<file path="src/rtl/dfl_pkg.sv">
package dfl_pkg;

  typedef enum logic [1:0] {
    PF_A1RGB15 = 2'd0,
    PF_RGB16   = 2'd1,
    PF_RGB24   = 2'd2,
    PF_ARGB32  = 2'd3
  } pixFmt_e;

  // strobes issued by the sequencer to the datapath
  typedef struct packed {
    logic capture;
    logic divLoad;
    logic divStep;
    logic commit;
  } dpCtl_t;

endpackage

</file>
<file path="src/rtl/dfl_ctrl.sv">
module dfl_ctrl
  import dfl_pkg::*;
#(
  parameter int DIV_STEPS = 13
) (
  input  logic   clk,
  input  logic   rst_n,
  input  logic   presentStrobe,
  input  logic   needDiv,
  output dpCtl_t ctl,
  output logic   busy,
  output logic   frameDone
);

  localparam int CNT_W = (DIV_STEPS > 1) ? $clog2(DIV_STEPS) : 1;

  typedef enum logic [1:0] {S_IDLE, S_EVAL, S_DIV, S_COMMIT} state_e;

  state_e stateQ, stateD;
  logic [CNT_W-1:0] stepCnt;

  always_comb begin
    stateD = stateQ;
    ctl    = '0;
    unique case (stateQ)
      S_IDLE: begin
        if (presentStrobe) begin
          ctl.capture = 1'b1;
          stateD      = S_EVAL;
        end
      end
      S_EVAL: begin
        if (needDiv) begin
          ctl.divLoad = 1'b1;
          stateD      = S_DIV;
        end else begin
          stateD = S_COMMIT;
        end
      end
      S_DIV: begin
        ctl.divStep = 1'b1;
        if (stepCnt == CNT_W'(DIV_STEPS - 1)) stateD = S_COMMIT;
      end
      S_COMMIT: begin
        ctl.commit = 1'b1;
        stateD     = S_IDLE;
      end
      default: stateD = S_IDLE;
    endcase
  end

  always_ff @(posedge clk) begin
    if (!rst_n) begin
      stateQ    <= S_IDLE;
      stepCnt   <= '0;
      frameDone <= 1'b0;
    end else begin
      stateQ    <= stateD;
      frameDone <= ctl.commit;
      if (ctl.divLoad)      stepCnt <= '0;
      else if (ctl.divStep) stepCnt <= stepCnt + 1'b1;
    end
  end

  assign busy = (stateQ != S_IDLE);


  done_pulse_chk: assert property (@(posedge clk) disable iff (!rst_n)
    frameDone |=> !frameDone);


  strobe_while_busy_chk: assert property (@(posedge clk) disable iff (!rst_n)
    (busy && !ctl.commit) |=> busy);

endmodule

</file>
<file path="src/rtl/dfl_datapath.sv">
module dfl_datapath
  import dfl_pkg::*;
#(
  parameter int FIELD_W  = 10,
  parameter int COLOUR_W = 32
) (
  input  logic                  clk,
  input  logic                  rst_n,
  input  dpCtl_t                ctl,
  input  logic [3*FIELD_W-1:0]  sizeWord,
  input  logic                  modeEnable,
  input  logic [1:0]            modeFmt,
  input  logic                  cfgVideoOut,
  input  logic                  cfgInterlace,
  input  logic                  cfgBlank,
  input  logic [COLOUR_W-1:0]   borderColour,
  output logic                  needDiv,
  output logic [FIELD_W+1:0]    hRes,
  output logic [FIELD_W+1:0]    vRes,
  output pixFmt_e               pixelFmt,
  output logic [FIELD_W+2:0]    rowStride,
  output logic                  outEnable,
  output logic                  blanked,
  output logic [COLOUR_W-1:0]   borderOut,
  output logic                  fmtChanged
);

  localparam int WORDS_W  = FIELD_W + 1;
  localparam int RES_W    = FIELD_W + 2;
  localparam int STRIDE_W = FIELD_W + 3;
  localparam int DIV_W    = FIELD_W + 3;

  // sampled frame set-up
  logic [FIELD_W-1:0]  wordFld, lineFld, modFld;
  pixFmt_e             fmtQ;
  logic                enQ, laceQ, blankQ;
  logic [COLOUR_W-1:0] borderQ;

  // serial divide-by-three state
  logic [DIV_W-1:0] divNum;
  logic [1:0]       divRem;
  logic [RES_W-1:0] divQuot;
  logic [2:0]       trial;
  logic             trialGe;

  logic [WORDS_W-1:0]  wordsCnt;
  logic [WORDS_W-1:0]  linesCnt;
  logic [RES_W-1:0]    hResNext, vResNext;
  logic [STRIDE_W-1:0] strideNext;
  logic                diffNext;

  always_ff @(posedge clk) begin
    if (!rst_n) begin
      wordFld <= '0;
      lineFld <= '0;
      modFld  <= '0;
      fmtQ    <= PF_A1RGB15;
      enQ     <= 1'b0;
      laceQ   <= 1'b0;
      blankQ  <= 1'b0;
      borderQ <= '0;
    end else if (ctl.capture) begin
      wordFld <= sizeWord[FIELD_W-1:0];
      lineFld <= sizeWord[2*FIELD_W-1:FIELD_W];
      modFld  <= sizeWord[3*FIELD_W-1:2*FIELD_W];
      fmtQ    <= pixFmt_e'(modeFmt);
      enQ     <= modeEnable & cfgVideoOut;
      laceQ   <= cfgInterlace;
      blankQ  <= cfgBlank;
      borderQ <= borderColour;
    end
  end

  assign wordsCnt = WORDS_W'(wordFld) + 1'b1;
  assign linesCnt = WORDS_W'(lineFld) + 1'b1;
  assign needDiv  = enQ && (fmtQ == PF_RGB24);

  // restoring division of (words * 4) by three, one quotient bit per step
  assign trial   = {divRem, divNum[DIV_W-1]};
  assign trialGe = (trial >= 3'd3);

  always_ff @(posedge clk) begin
    if (!rst_n) begin
      divNum  <= '0;
      divRem  <= '0;
      divQuot <= '0;
    end else if (ctl.divLoad) begin
      divNum  <= {wordsCnt, 2'b00};
      divRem  <= '0;
      divQuot <= '0;
    end else if (ctl.divStep) begin
      divNum  <= {divNum[DIV_W-2:0], 1'b0};
      divRem  <= trialGe ? 2'(trial - 3'd3) : trial[1:0];
      divQuot <= {divQuot[RES_W-2:0], trialGe};
    end
  end

  always_comb begin
    unique case (fmtQ)
      PF_A1RGB15, PF_RGB16: hResNext = {wordsCnt, 1'b0};
      PF_RGB24:             hResNext = divQuot;
      default:              hResNext = RES_W'(wordsCnt);
    endcase
  end

  assign vResNext   = laceQ ? {linesCnt, 1'b0} : RES_W'(linesCnt);
  assign strideNext = {(WORDS_W'(wordFld) + WORDS_W'(modFld)), 2'b00};
  // the held outputs double as the previous-frame record
  assign diffNext   = (hResNext != hRes) || (vResNext != vRes) || (fmtQ != pixelFmt);

  always_ff @(posedge clk) begin
    if (!rst_n) begin
      hRes       <= '0;
      vRes       <= '0;
      pixelFmt   <= PF_A1RGB15;
      rowStride  <= '0;
      outEnable  <= 1'b0;
      blanked    <= 1'b0;
      borderOut  <= '0;
      fmtChanged <= 1'b0;
    end else if (ctl.commit) begin
      if (enQ) begin
        hRes       <= hResNext;
        vRes       <= vResNext;
        pixelFmt   <= fmtQ;
        rowStride  <= strideNext;
        outEnable  <= 1'b1;
        blanked    <= blankQ;
        borderOut  <= borderQ;
        fmtChanged <= diffNext;
      end else begin
        hRes       <= '0;
        vRes       <= '0;
        outEnable  <= 1'b0;
        blanked    <= 1'b0;
        fmtChanged <= 1'b0;
      end
    end
  end


  div_exact_chk: assert property (@(posedge clk) disable iff (!rst_n)
    (ctl.commit && needDiv) |->
      ((32'(divQuot) * 3 <= 32'(wordsCnt) * 4) && (32'(wordsCnt) * 4 < 32'(divQuot) * 3 + 3)));


  hold_between_chk: assert property (@(posedge clk) disable iff (!rst_n)
    !ctl.commit |=> ($stable(hRes) && $stable(vRes) && $stable(rowStride) && $stable(outEnable)));

endmodule

</file>
<file path="src/rtl/frame_desc_latch.sv">
module frame_desc_latch
  import dfl_pkg::*;
#(
  parameter int FIELD_W  = 10,
  parameter int COLOUR_W = 32
) (
  input  logic                 clk,
  input  logic                 rst_n,
  input  logic                 presentStrobe,
  input  logic [3*FIELD_W-1:0] sizeWord,
  input  logic                 modeEnable,
  input  logic [1:0]           modeFmt,
  input  logic                 cfgVideoOut,
  input  logic                 cfgInterlace,
  input  logic                 cfgBlank,
  input  logic [COLOUR_W-1:0]  borderColour,
  output logic [FIELD_W+1:0]   hRes,
  output logic [FIELD_W+1:0]   vRes,
  output logic [1:0]           pixelFmt,
  output logic [FIELD_W+2:0]   rowStride,
  output logic                 outEnable,
  output logic                 blanked,
  output logic [COLOUR_W-1:0]  borderOut,
  output logic                 fmtChanged,
  output logic                 frameDone,
  output logic                 busy
);

  localparam int DIV_STEPS = FIELD_W + 3;

  dpCtl_t  ctl;
  logic    needDiv;
  pixFmt_e fmtOut;

  dfl_ctrl #(.DIV_STEPS(DIV_STEPS)) u_ctrl (
    .clk          (clk),
    .rst_n        (rst_n),
    .presentStrobe(presentStrobe),
    .needDiv      (needDiv),
    .ctl          (ctl),
    .busy         (busy),
    .frameDone    (frameDone)
  );

  dfl_datapath #(.FIELD_W(FIELD_W), .COLOUR_W(COLOUR_W)) u_dp (
    .clk         (clk),
    .rst_n       (rst_n),
    .ctl         (ctl),
    .sizeWord    (sizeWord),
    .modeEnable  (modeEnable),
    .modeFmt     (modeFmt),
    .cfgVideoOut (cfgVideoOut),
    .cfgInterlace(cfgInterlace),
    .cfgBlank    (cfgBlank),
    .borderColour(borderColour),
    .needDiv     (needDiv),
    .hRes        (hRes),
    .vRes        (vRes),
    .pixelFmt    (fmtOut),
    .rowStride   (rowStride),
    .outEnable   (outEnable),
    .blanked     (blanked),
    .borderOut   (borderOut),
    .fmtChanged  (fmtChanged)
  );

  assign pixelFmt = fmtOut;


  zero_when_off_chk: assert property (@(posedge clk) disable iff (!rst_n)
    (frameDone && !outEnable) |-> (hRes == '0 && vRes == '0 && !fmtChanged && !blanked));


  vres_nonzero_chk: assert property (@(posedge clk) disable iff (!rst_n)
    (frameDone && outEnable) |-> (vRes != '0 && hRes != '0));


  blank_needs_en_chk: assert property (@(posedge clk) disable iff (!rst_n)
    blanked |-> outEnable);


  busy_clears_chk: assert property (@(posedge clk) disable iff (!rst_n)
    frameDone |-> !busy);

endmodule

</file>
<file path="config.mk">
export PLATFORM = sky130hd
export DESIGN_NAME = frame_desc_latch
export DESIGN_NICKNAME = d
export VERILOG_FILES = /design/src/rtl/dfl_pkg.sv /design/src/rtl/dfl_ctrl.sv /design/src/rtl/dfl_datapath.sv /design/src/rtl/frame_desc_latch.sv
export SDC_FILE = /design/constraint.sdc
export NUM_CORES = 1
export LEC_CHECK = 0
export ABC_AREA = 1
export BUFFER_PORTS_ARGS = -buffer_cell sky130_fd_sc_hd__buf_2
export CAP_MARGIN = 0
export CORE_MARGIN = 4
export CORE_UTILIZATION = 45
export DETAILED_ROUTE_END_ITERATION = 7
export PLACE_DENSITY = 0.63
export SKIP_CTS_REPAIR_TIMING = 1
export SLEW_MARGIN = 20
export SYNTH_ARGS = -nofsm -noshare
export SYNTH_HDL_FRONTEND = slang
export SYNTH_SLANG_ARGS = --single-unit
</file>
<file path="constraint.sdc">
create_clock -name clk -period 2.8 [get_ports clk]
set_clock_uncertainty 0.2 [all_clocks]
set_input_delay 0.56 -clock clk [delete_from_list [all_inputs] [get_ports clk]]
set_output_delay 0.56 -clock clk [all_outputs]
set_load 0.02 [all_outputs]
</file>
Word level (Yosys, flattened, before mapping)
Cells that the tools add are included.
Widths: inputs -> output; s select.

storage, ports and cells
  register bits after elaboration = 171
  word-level logic and storage cells = 72

cells by class
  $add $sub $neg = 5
  $lt $le $gt $ge = 1
  equal/unequal tests = 11
  mux-type cells = 20
  bitwise operators = 2
  reduce and logical (&&, ||, !) cells = 11

operators with widths
  cell                   count
  $mux 12                3
  $mux 13                2
  $ne 12x12->1           2
  $pmux 12 s2            1
  $add 10x1->11 const B  2
  $add 10x10->11         1
  $mux 1                 10
  $pmux 2 s4             1
  $eq 2x2->1 const B     3
  $mux 2                 3
  $add 4x1->4 const B    1
  $eq 2x1->1 const B     2
  $eq 4x4->1 const B     1
  $logic_not 2->1        2
  $reduce_and 2->1       2
  $reduce_bool 2->1      2
  $reduce_or 2->1        2
  $ge 3x2->1 const B     1
  $logic_or 1x1->1       2
  $ne 2x1->1 const B     1
  $ne 2x2->1             1
  $ne 2x2->1 const B     1
  $sub 2x2->2 const B    1
  $and 1x1->1            1
  2 further kinds        2

Logic depth before layout (Yosys ltp)
Gate-level depths: netlist of run 1.

  depth in word-level cells = 7
  gate-level depth with buffers = 16

Hierarchy
From an unflattened synthesis of run 1, not the netlist that was laid out.

unflattened totals
  cells, all modules = 1129
  area total of the unflattened synthesis = 7913.8 µm²

modules (own cells, without submodules)
  module        instances  cells an instance  area each (µm²)  sequential area each (µm²)
  dfl_datapath  1          1076               7503.4           3283.1
  dfl_ctrl      1          53                 410.4            140.1

Least setup slack after synthesis of run 1
Ideal clock, no wire load.

  path kind = register to register
  from = register u_dp.wordFld[0]
  to = register u_dp.rowStride[10]
  setup time = 109 ps
  data arrival time = 1957 ps
  path slack = 534 ps
  cell stages (with the launch flop) = 16
  buffers on the path = 0
  cells stage by stage = dfxtp_1 -> ha_1 -> inv_1 -> fa_1 -> nand3b_1 -> nand2_1 -> nand2_1 -> nand2_1 -> a21oi_1 -> inv_1 -> a21oi_1 -> o21bai_1 -> xor2_1 -> nand2_1 -> nand2_1 -> inv_1

between the ends
  word-level cells in the longest chain between the ends = 1

ends and longest elaborated chain
  item                      RTL line             source
  start: declaration        dfl_datapath.sv:34   logic [FIELD_W-1:0] wordFld, lineFld, modFld;
  start signal: assignment  dfl_datapath.sv:63   wordFld <= sizeWord[FIELD_W-1:0];
  $add 10x10->11            dfl_datapath.sv:107  assign strideNext = {(WORDS_W'(wordFld) + WORDS_W'(modFld)), 2'b00};
  end signal: assignment    dfl_datapath.sv:126  rowStride <= strideNext;
  end: declaration          dfl_datapath.sv:21   output logic [FIELD_W+2:0] rowStride,

Every way passes these cells.
A chain may end at the register's enable or synchronous reset.

Worst setup path after layout of run 1
Ends and elaborated chain as after synthesis.

==> results.json, run 1 <==
{
  "netlist.area_leader.share_pct": 43.1,
  "p_comb_share_pct": 29.2,
  "layout_cell_share_with_drive_strength_beyond_1_pct": 17.1,
  "clock_sink_count": 171,
  "crit_path_end_kind": "flip-flop",
  "grt_first_pass_wirelength_um": 34600,
  "antennaDiodeCount": 0,
  "placedCellCount": 1476,
  "design.die.area_um2": 19800,
  "power_switching_share_pct": 37.0,
  "io_pins": 147,
  "synth-edff-count": 0,
  "grt.overflow.total": 0,
  "synth_sequential_area_ratio_pct": 43.1,
  "synth.lib_cells_used.distinct": 40,
  "crit_path_max_fanout": 5,
  "critPathArrivalTime_ps": 2570,
  "number_of_global_route_vias_before_repair": 7034,
  "worst_slew_margin_rel_pct": 61.7,
  "cp-start-kind": "flip-flop",
  "ys_flop_type": "sky130_fd_sc_hd__dfxtp_1",
  "worst-slew-pin-transition_ps": 575,
  "synth-async-reset-ratio_pct": 0,
  "gp_congestion": 0.889,
  "status": "complete, no violations",
  "clock_group_share_of_total_power_pct": 30.5,
  "finish.net_count": 1362,
  "via_per_inst": 5.05,
  "finalMaxSlewViolations": 0,
  "post_synth_instance_area_um2": 7940,
  "fp.coreArea_um2": 17300,
  "timing_hold_violations_final": 0,
  "die_w_um": 141,
  "max_stage_delay_ps": 400,
  "yosysWarningCount": 0,
  "synthMostInstantiatedCell": "sky130_fd_sc_hd__nand2_1",
  "finish.cell_count_without_fillers": 1508,
  "final_total_negative_setup_slack_ps": 0,
  "rsz_0062_raised_after_global_routing": "no",
  "cp_data_required_time_ps": 2930,
  "cts_buf_count": 17,
  "detailed_place_hpwl_um": 14900,
  "postSynthAreaPerCell_um2": 6.93,
  "synth_commonest_cells": "sky130_fd_sc_hd__nand2_1, sky130_fd_sc_hd__nor2_1, sky130_fd_sc_hd__dfxtp_1, sky130_fd_sc_hd__o21ai_0, sky130_fd_sc_hd__inv_1",
  "start_to_end_type_of_the_worst_setup_path": "reg -> reg",
  "path_cells": "ha_1, inv_1, fa_1, nand3b_1, nand2_1, nand2_1, nand2_1, a21oi_1, inv_1, a21oi_1, o21bai_1, xor2_1, nand2_1, nand2_1, inv_1",
  "leakagePower_nw": 4.28,
  "postSynthCellCount": 1146,
  "hold_slack_ps": 176,
  "holdCritPathClass": "in -> reg",
  "grt_antenna_before_repair": 0,
  "slowest_stage": "sky130_fd_sc_hd__dfxtp_1",
  "cts_max_level": 4,
  "postSynthRegisterBits": 171,
  "cts_tree": "yes",
  "grt_start_max_net_pins": 59,
  "initial_core_util_pct": 45.9,
  "cell_occurring_most_often_along_the_worst_timing_path": "sky130_fd_sc_hd__nand2_1",
  "drt_pre_antenna_iters": 5,
  "number_of_drc_violations_after_detailed_routing": 0,
  "power_per_cell_area_nw_per_um2": 816,
  "cts.clk_slew.worst_paths_ps": 70,
  "wl_per_cell_um": 14.0,
  "net-switching-power_mw": 2.86,
  "worst_skew_pair.late_latency_ps": 430,
  "period_needed_ps": 2450,
  "total_via_count_after_detailed_routing": 7618,
  "route.antenna.remaining_nets": 0,
  "totalWireLength_um": 21200,
  "achievable-frequency_ghz": 0.409,
  "path_delay_family": "adder cells",
  "path_buf_inv": 3,
  "drtIter0Drc": 516,
  "max-clock-path-buffers": 2,
  "max_cap_viol_count": 0,
  "synth_largest_area_cell": "sky130_fd_sc_hd__dfxtp_1",
  "synth.area.top_cells": "sky130_fd_sc_hd__dfxtp_1, sky130_fd_sc_hd__nand2_1, sky130_fd_sc_hd__nor2_1, sky130_fd_sc_hd__o21ai_0, sky130_fd_sc_hd__a21oi_1",
  "fp.dieH_um": 141,
  "clockRootBuffer": "sky130_fd_sc_hd__clkbuf_16",
  "final_min_period_over_clock_period_pct": 87.4,
  "relative_contribution_of_sequential_cells_to_total_power_pct": 40.4,
  "maximum_vdd_drop_v": 0.000600,
  "row_count": 48,
  "area_growth_pct": 19.2,
  "final-setup-viol-count": 0,
  "portBuffers": 144,
  "internal_power_mw": 4.87,
  "globalRouteTotalUtil_pct": 21.3
}
[cell type report]
| class | count | area, µm² |
|---|---|---|
| Fill cell | 1712 | 7830 |
| Multi-Input combinational cell | 819 | 3900 |
| Sequential cell | 171 | 3420 |
| Timing Repair Buffer | 159 | 883 |
| Clock buffer | 18 | 439 |
| Inverter | 102 | 384 |
| Tap cell | 225 | 282 |
| Clock inverter | 14 | 151 |
[metal layers]
layer  global-route usage, %  vias to the layer above  wire (µm)
li1                        -                     3960          -
met1                    27.8                     3435       9610
met2                    36.0                      194      10000
met3                    3.73                       29       1160
met4                    6.73                        0        395
met5                       0                        -          0
[registers in the layout, summed over array words and instances (netlist names), 11 cells and up]
name            count
u_dp.hRes          12
u_dp.divQuot       12
u_dp.divNum        11
u_dp.borderOut     32
u_dp.vRes          12
u_dp.borderQ       32
u_dp.rowStride     11
[path summary, 6_finish.rpt]
path | start | to | slack (ps) | cells past startpoint
worst min-delay path | borderColour[4] | u_dp.borderQ[4]$_SDFFE_PN0P_ | 180 | 3
worst min register to register | u_dp.outEnable$_SDFFE_PN0P_ | u_dp.outEnable$_SDFFE_PN0P_ | 270 | 2
worst max register to register | u_dp.wordFld[0]$_SDFFE_PN0P_ | u_dp.rowStride[10]$_SDFFE_PN0P_ | 350 | 15
worst max-delay path | u_dp.wordFld[0]$_SDFFE_PN0P_ | u_dp.rowStride[10]$_SDFFE_PN0P_ | 350 | 15
[worst min-delay path: cells and delay by family]
kind            cells  cell delay (ps)
buf+inv             1               70
compound gates      1               70
simple gates        1               80
[cells by family (layout without fill, tap and decap cells)]
kind of cell             Yosys count  in the layout  synth area share (%)
buffers and inverters            157            293                  7.82
AND/OR/NAND/NOR                  564            564                  30.2
flip-flops                       171            171                  43.1
adder cells (fa/ha/maj)           21             21                  3.40
AO/OA/AOI/OAI                    223            223                  14.5
XOR/XNOR                           9              9                 0.993
other                              1              2                0.0472
[cell usage in the layout (no fill, tap or decap), types with 7 or more instances in the layout]
cell                          n
sky130_fd_sc_hd__a21oi_1     85
sky130_fd_sc_hd__nand4_1     19
sky130_fd_sc_hd__nor2_1     208
sky130_fd_sc_hd__buf_4       11
sky130_fd_sc_hd__inv_1       92
sky130_fd_sc_hd__o21ai_0    125
sky130_fd_sc_hd__nand3b_1    10
sky130_fd_sc_hd__buf_2      144
sky130_fd_sc_hd__nand2_1    226
sky130_fd_sc_hd__dfxtp_1    171
sky130_fd_sc_hd__ha_1        20
sky130_fd_sc_hd__nand3_1     78
sky130_fd_sc_hd__xor2_1       7
sky130_fd_sc_hd__nand2_2      7
sky130_fd_sc_hd__clkbuf_16   17
[power groups by stage]
stage	clock [mW]	combinational [mW]	sequential, mW
floorplan	0	1.66	3.13
global placement	0	2.22	3.17
detailed placement	0	2.26	3.17
CTS	2.41	2.26	3.12
global route	2.51	2.59	3.17
finish	2.35	2.25	3.12
[through the flow]
stage               power, mW  setup WS, ps  cell area (µm²)  util [%]
floorplan                4.79           534             7940         -
global placement         5.39           398             8870      51.3
detailed placement       5.43           373             8870      51.3
CTS                      7.79           352             9470      54.7
global route             8.28           142             9470      54.7
finish                   7.73           353             9470      54.7
No activity file was read; power rests on OpenSTA's default activity.
==> inputs of run 2 (changes only) <==
--- a/config.mk
+++ b/config.mk
@@ -8,9 +8,11 @@
 export ABC_AREA = 1
 export BUFFER_PORTS_ARGS = -buffer_cell sky130_fd_sc_hd__buf_2
 export CAP_MARGIN = 0
+export CORE_ASPECT_RATIO = 0.75
 export CORE_MARGIN = 4
 export CORE_UTILIZATION = 45
 export DETAILED_ROUTE_END_ITERATION = 7
+export MAX_ROUTING_LAYER = met4
 export PLACE_DENSITY = 0.63
 export SKIP_CTS_REPAIR_TIMING = 1
 export SLEW_MARGIN = 20
==> results.json, run 2 (synthesis results as in run 1) <==
{
  "status": "complete, no violations",
  "power_per_cell_area_nw_per_um2": 810,
  "start_to_end_type_of_the_worst_setup_path": "reg -> reg",
  "worst-slew-pin-transition_ps": 505,
  "antennaDiodeCount": 0,
  "path_buf_inv": 3,
  "critPathArrivalTime_ps": 2590,
  "cts_buf_count": 17,
  "initial_core_util_pct": 46.5,
  "design.die.area_um2": 19900,
  "max_cap_viol_count": 0,
  "number_of_drc_violations_after_detailed_routing": 0,
  "total_power_mw": 7.64,
  "die_w_um": 161,
  "totalWireLength_um": 20800,
  "cp_data_required_time_ps": 2930,
  "placed_area_um2": 8880,
  "achievable-frequency_ghz": 0.407,
  "biggest_registers_after_layout": "u_dp.borderOut: 32 flops, u_dp.borderQ: 32 flops",
  "final-setup-viol-count": 0,
  "area_growth_pct": 18.9,
  "gp_congestion": 0.883,
  "mostFrequentLayoutCells": "sky130_fd_sc_hd__nand2_1, sky130_fd_sc_hd__nor2_1, sky130_fd_sc_hd__dfxtp_1",
  "leakagePower_nw": 4.28,
  "io_pins": 147,
  "detailed_place_hpwl_um": 14600,
  "holdCritPathClass": "in -> reg",
  "clock_sink_count": 171,
  "finish.net_count": 1362,
  "number_of_global_route_vias_before_repair": 6869,
  "drtIter0Drc": 505,
  "grt_antenna_before_repair": 0,
  "globalRouteTotalUtil_pct": 22.0,
  "route.antenna.remaining_nets": 0,
  "final_area_um2": 9440,
  "finish.cell_count_without_fillers": 1519,
  "clockRootBuffer": "sky130_fd_sc_hd__clkbuf_16",
  "wl_per_cell_um": 13.7,
  "cp-start-kind": "flip-flop",
  "grt_start_max_net_pins": 114,
  "cts_max_level": 4,
  "crit_path_max_fanout": 5,
  "path_delay_family": "adder cells",
  "finalMaxSlewViolations": 0,
  "total_via_count_after_detailed_routing": 7500,
  "crit_path_end_kind": "flip-flop",
  "slowest_stage": "sky130_fd_sc_hd__dfxtp_1",
  "placedCellCount": 1487,
  "filler_cell_count": 1733,
  "fp.dieH_um": 123,
  "grt.overflow.total": 0,
  "rsz_0062_raised_after_global_routing": "no",
  "worst_skew_pair.late_latency_ps": 430,
  "max_stage_delay_ps": 430,
  "worst_slew_margin_rel_pct": 66.3,
  "layout.cells.most_common": "sky130_fd_sc_hd__nand2_1",
  "timing_hold_violations_final": 0,
  "cts.clk_slew.worst_paths_ps": 70,
  "drt_pre_antenna_iters": 5,
  "fp.coreArea_um2": 17100,
  "layout.core_utilization_pct": 55.3,
  "period_needed_ps": 2460,
  "cell_occurring_most_often_along_the_worst_timing_path": "sky130_fd_sc_hd__nand2_1",
  "portBuffers": 144,
  "final_total_negative_setup_slack_ps": 0,
  "path_cells": "ha_1, inv_1, fa_1, nand3b_1, nand2_1, nand2_1, nand2_1, a21oi_1, inv_1, a21oi_1, o21bai_1, xor2_1, nand2_1, nand2_1, inv_1",
  "max-clock-path-buffers": 2,
  "grt_first_pass_wirelength_um": 34600,
  "via_per_inst": 4.94,
  "maximum_vdd_drop_v": 0.000490,
  "row_count": 41,
  "cts_tree": "yes",
  "final_min_period_over_clock_period_pct": 87.8,
  "layout_cell_share_with_drive_strength_beyond_1_pct": 17.0
}
run 2: stage by stage:
step                      worst slack, ps  hold slack, ps
final                                 343             173
after global routing                 31.2             165
after CTS                             343             162
after detailed placement              366             250
after global placement                405             251
after floorplan                       534             239
run 2: final timing paths:
kind	start	cells past startpoint	slack [ps]	to
max	u_dp.wordFld[0]$_SDFFE_PN0P_	15	340	u_dp.rowStride[10]$_SDFFE_PN0P_
min	borderColour[3]	3	170	u_dp.borderQ[3]$_SDFFE_PN0P_
max reg2reg	u_dp.wordFld[0]$_SDFFE_PN0P_	15	340	u_dp.rowStride[10]$_SDFFE_PN0P_
min reg2reg	u_dp.outEnable$_SDFFE_PN0P_	2	260	u_dp.outEnable$_SDFFE_PN0P_
run 2: power by group:
group	leakage, nW	total, mW	switching (mW)	internal, mW
clock network	0.277	2.29	1.04	1.25
registers	1.39	3.12	0.305	2.81
logic	2.61	2.24	1.48	0.757
total	4.28	7.64	2.82	4.82
run 2: final cells by class:
cell class              count  area, µm²  share of cell area, %
well taps                 236        295                   3.13
repair buffers            159        871                   9.22
flip-flops and latches    171       3420                   36.3
clock inverters            13        131                   1.39
clock buffers              19        433                   4.59
multi-input cells         819       3900                   41.3
inverters                 102        384                   4.07
run 2: routing by layer:
metal  GRT usage [%]  vias to the layer above  wire length [µm]
met2            34.1                      178              9200
met3            3.33                       17               913
met4            6.07                        0               218
met1            30.3                     3357             10500
met5               -                        -                 0
li1                -                     3948                 -
run 2: tightest hold or removal path, cell delays in order:
cell	delay, ps
sky130_fd_sc_hd__buf_2	70
sky130_fd_sc_hd__o21ai_0	70
sky130_fd_sc_hd__nor2_1	70
==> inputs of run 3 (changes only) <==
--- a/config.mk
+++ b/config.mk
@@ -12,10 +12,12 @@
 export CORE_MARGIN = 4
 export CORE_UTILIZATION = 45
 export DETAILED_ROUTE_END_ITERATION = 7
+export HOLD_SLACK_MARGIN = 0.12
 export MAX_ROUTING_LAYER = met4
 export PLACE_DENSITY = 0.63
 export SKIP_CTS_REPAIR_TIMING = 1
 export SLEW_MARGIN = 20
 export SYNTH_ARGS = -nofsm -noshare
 export SYNTH_HDL_FRONTEND = slang
+export SYNTH_HIERARCHICAL = 1
 export SYNTH_SLANG_ARGS = --single-unit
==> results.json, run 3 <==
{
  "status": "complete, no violations",
  "synth-edff-count": 0,
  "slowest_stage": "sky130_fd_sc_hd__dfxtp_1",
  "max-clock-path-buffers": 2,
  "path_delay_family": "compound AO/OA/AOI/OAI gates",
  "final_total_negative_setup_slack_ps": 0,
  "max_stage_delay_ps": 420,
  "finish.net_count": 1341,
  "period_needed_ps": 2460,
  "total_via_count_after_detailed_routing": 7425,
  "worst_r2r_path_depth": 11,
  "clock_sink_count": 171,
  "crit_path_end_kind": "flip-flop",
  "filler_cell_count": 1721,
  "cp-start-kind": "flip-flop",
  "final_min_period_over_clock_period_pct": 88.0,
  "portBuffers": 144,
  "holdCritPathClass": "in -> reg",
  "layout.cells.most_common": "sky130_fd_sc_hd__nor2_1",
  "path_cells": "ha_1, inv_1, fa_1, o21ai_1, a21oi_1, o21bai_2, nand3_1, a21oi_1, o21ai_0, o211ai_1, inv_1",
  "biggest_registers_after_layout": "u_dp/borderOut: 32 flops, u_dp/borderQ: 32 flops",
  "detailed_place_hpwl_um": 14300,
  "timing.rr.end": "u_dp/rowStride[10]$_SDFFE_PN0P_",
  "start_to_end_type_of_the_worst_setup_path": "reg -> reg",
  "route.antenna.remaining_nets": 0,
  "cp_data_required_time_ps": 2910,
  "cts_tree": "yes",
  "design.die.area_um2": 19800,
  "critPathArrivalTime_ps": 2580,
  "leakagePower_nw": 4.29,
  "synthMostInstantiatedCell": "sky130_fd_sc_hd__nor2_1",
  "multiInputGateArea_um2": 3910,
  "grt.overflow.total": 0,
  "gp_congestion": 0.890,
  "final-setup-viol-count": 0,
  "timing.critical_path.to": "u_dp/rowStride[10]$_SDFFE_PN0P_",
  "clockRootBuffer": "sky130_fd_sc_hd__clkbuf_16",
  "worst-slew-pin-transition_ps": 705,
  "initial_core_util_pct": 46.5,
  "worst_slew_margin_rel_pct": 52.8,
  "postSynthRegisterBits": 171,
  "path_buf_inv": 2,
  "synth_commonest_cells": "sky130_fd_sc_hd__nor2_1, sky130_fd_sc_hd__nand2_1, sky130_fd_sc_hd__dfxtp_1, sky130_fd_sc_hd__o21ai_0, sky130_fd_sc_hd__inv_1",
  "synth_largest_area_cell": "sky130_fd_sc_hd__dfxtp_1",
  "finalMaxSlewViolations": 0,
  "achievable-frequency_ghz": 0.406,
  "post_synth_instance_area_um2": 7910,
  "reg2reg_slack_ps": 340,
  "ys_flop_type": "sky130_fd_sc_hd__dfxtp_1",
  "postSynthCellCount": 1129,
  "path_depth": 11,
  "yosysWarningCount": 6,
  "cts.clk_slew.worst_paths_ps": 70,
  "totalWireLength_um": 20900,
  "drtIter0Drc": 573,
  "globalRouteTotalUtil_pct": 21.6,
  "hold_slack_ps": 148,
  "cts_buf_count": 17,
  "max_cap_viol_count": 0,
  "min_path_cells": 3,
  "synth_sequential_area_ratio_pct": 43.3,
  "drt_pre_antenna_iters": 5,
  "power_per_cell_area_nw_per_um2": 844,
  "wl_per_cell_um": 13.9,
  "maximum_vdd_drop_v": 0.000345,
  "register_area_um2": 3420,
  "final_area_um2": 9480,
  "placed_area_um2": 8830,
  "cts_max_level": 4,
  "fp.coreArea_um2": 17000,
  "area_growth_pct": 19.8,
  "netlist.area_leader.share_pct": 43.3,
  "grt_antenna_before_repair": 1,
  "rsz_0062_raised_after_global_routing": "no",
  "crit_path_max_fanout": 5,
  "synth.lib_cells_used.distinct": 42,
  "number_of_global_route_vias_before_repair": 6838,
  "crit-reg2reg-launch": "u_dp/wordFld[0]$_SDFFE_PN0P_",
  "io_pins": 147,
  "number_of_drc_violations_after_detailed_routing": 0,
  "worst_skew_pair.late_latency_ps": 420,
  "synth.area.top_cells": "sky130_fd_sc_hd__dfxtp_1, sky130_fd_sc_hd__nor2_1, sky130_fd_sc_hd__nand2_1, sky130_fd_sc_hd__o21ai_0, sky130_fd_sc_hd__a21oi_1",
  "startpoint": "u_dp/wordFld[0]$_SDFFE_PN0P_",
  "synth-async-reset-ratio_pct": 0,
  "grt_first_pass_wirelength_um": 33700,
  "layout.core_utilization_pct": 55.7,
  "mostFrequentLayoutCells": "sky130_fd_sc_hd__nor2_1, sky130_fd_sc_hd__nand2_1, sky130_fd_sc_hd__dfxtp_1",
  "via_per_inst": 4.95,
  "postSynthAreaPerCell_um2": 7.01,
  "timing_hold_violations_final": 0,
  "grt_start_max_net_pins": 114,
  "die_w_um": 161,
  "row_count": 41,
  "layout_cell_share_with_drive_strength_beyond_1_pct": 17.0,
  "fp.dieH_um": 123
}
run 3: final cells by class:
type | count | area share [%]
sequential | 171 | 36.1
clock buffer | 18 | 4.63
inverter | 94 | 3.72
antenna | 1 | 0.0264
tap | 236 | 3.11
timing repair buffer | 157 | 9.03
multi-input combinational | 808 | 41.2
clock inverter | 14 | 2.16
run 3: routing by layer:
layer | track usage (%) | vias to the layer above | routed length [µm]
li1 | - | 3899 | -
met1 | 28.4 | 3366 | 10300
met2 | 34.1 | 142 | 9360
met3 | 5.00 | 18 | 980
met4 | 5.17 | 0 | 250
met5 | - | - | 0
run 3: worst min-delay path, cell delays in order:
cell and delay, ps:
sky130_fd_sc_hd__buf_2 70, sky130_fd_sc_hd__nor2_1 30, sky130_fd_sc_hd__nor2_1 80
run 3: logic make-up after synthesis:
kind of cell	Yosys count	synth area share (%)
buf+inv	151	7.48
flops	171	43.3
fa+ha+maj	21	3.42
compound gates	238	15.9
mux	2	0.253
other cells	1	0.0474
xor+xnor	13	1.44
simple gates	532	28.2
run 3: how the worst min path moves through the flow:
stage	from	end	slack, ps
3_3_place_gp	u_dp/outEnable$_SDFFE_PN0P_	u_dp/outEnable$_SDFFE_PN0P_	250
4_1_cts	borderColour[25]	u_dp/borderQ[25]$_SDFFE_PN0P_	140
6_report	borderColour[25]	u_dp/borderQ[25]$_SDFFE_PN0P_	150
3_5_place_dp	u_dp/outEnable$_SDFFE_PN0P_	u_dp/outEnable$_SDFFE_PN0P_	260
5_1_grt	borderColour[28]	u_dp/borderQ[28]$_SDFFE_PN0P_	150
2_1_floorplan	u_dp/blankQ$_SDFFE_PN0P_	u_dp/blanked$_SDFFE_PN0P_	240
run 3: through the flow:
step	worst slack [ps]	total power, mW	std cells
3_3_place_gp	265	5.42	1466
3_5_place_dp	232	5.44	1466
4_1_cts	198	8.06	1498
6_report	337	8.01	1499
2_1_floorplan	511	4.83	1130
5_1_grt	105	8.56	1499
run 3: power breakdown:
part / switching [mW] / internal (mW) / total [mW]
logic: 1.52 / 0.776 / 2.30
clock network: 1.05 / 1.54 / 2.59
registers: 0.278 / 2.84 / 3.12
total: 2.85 / 5.16 / 8.01
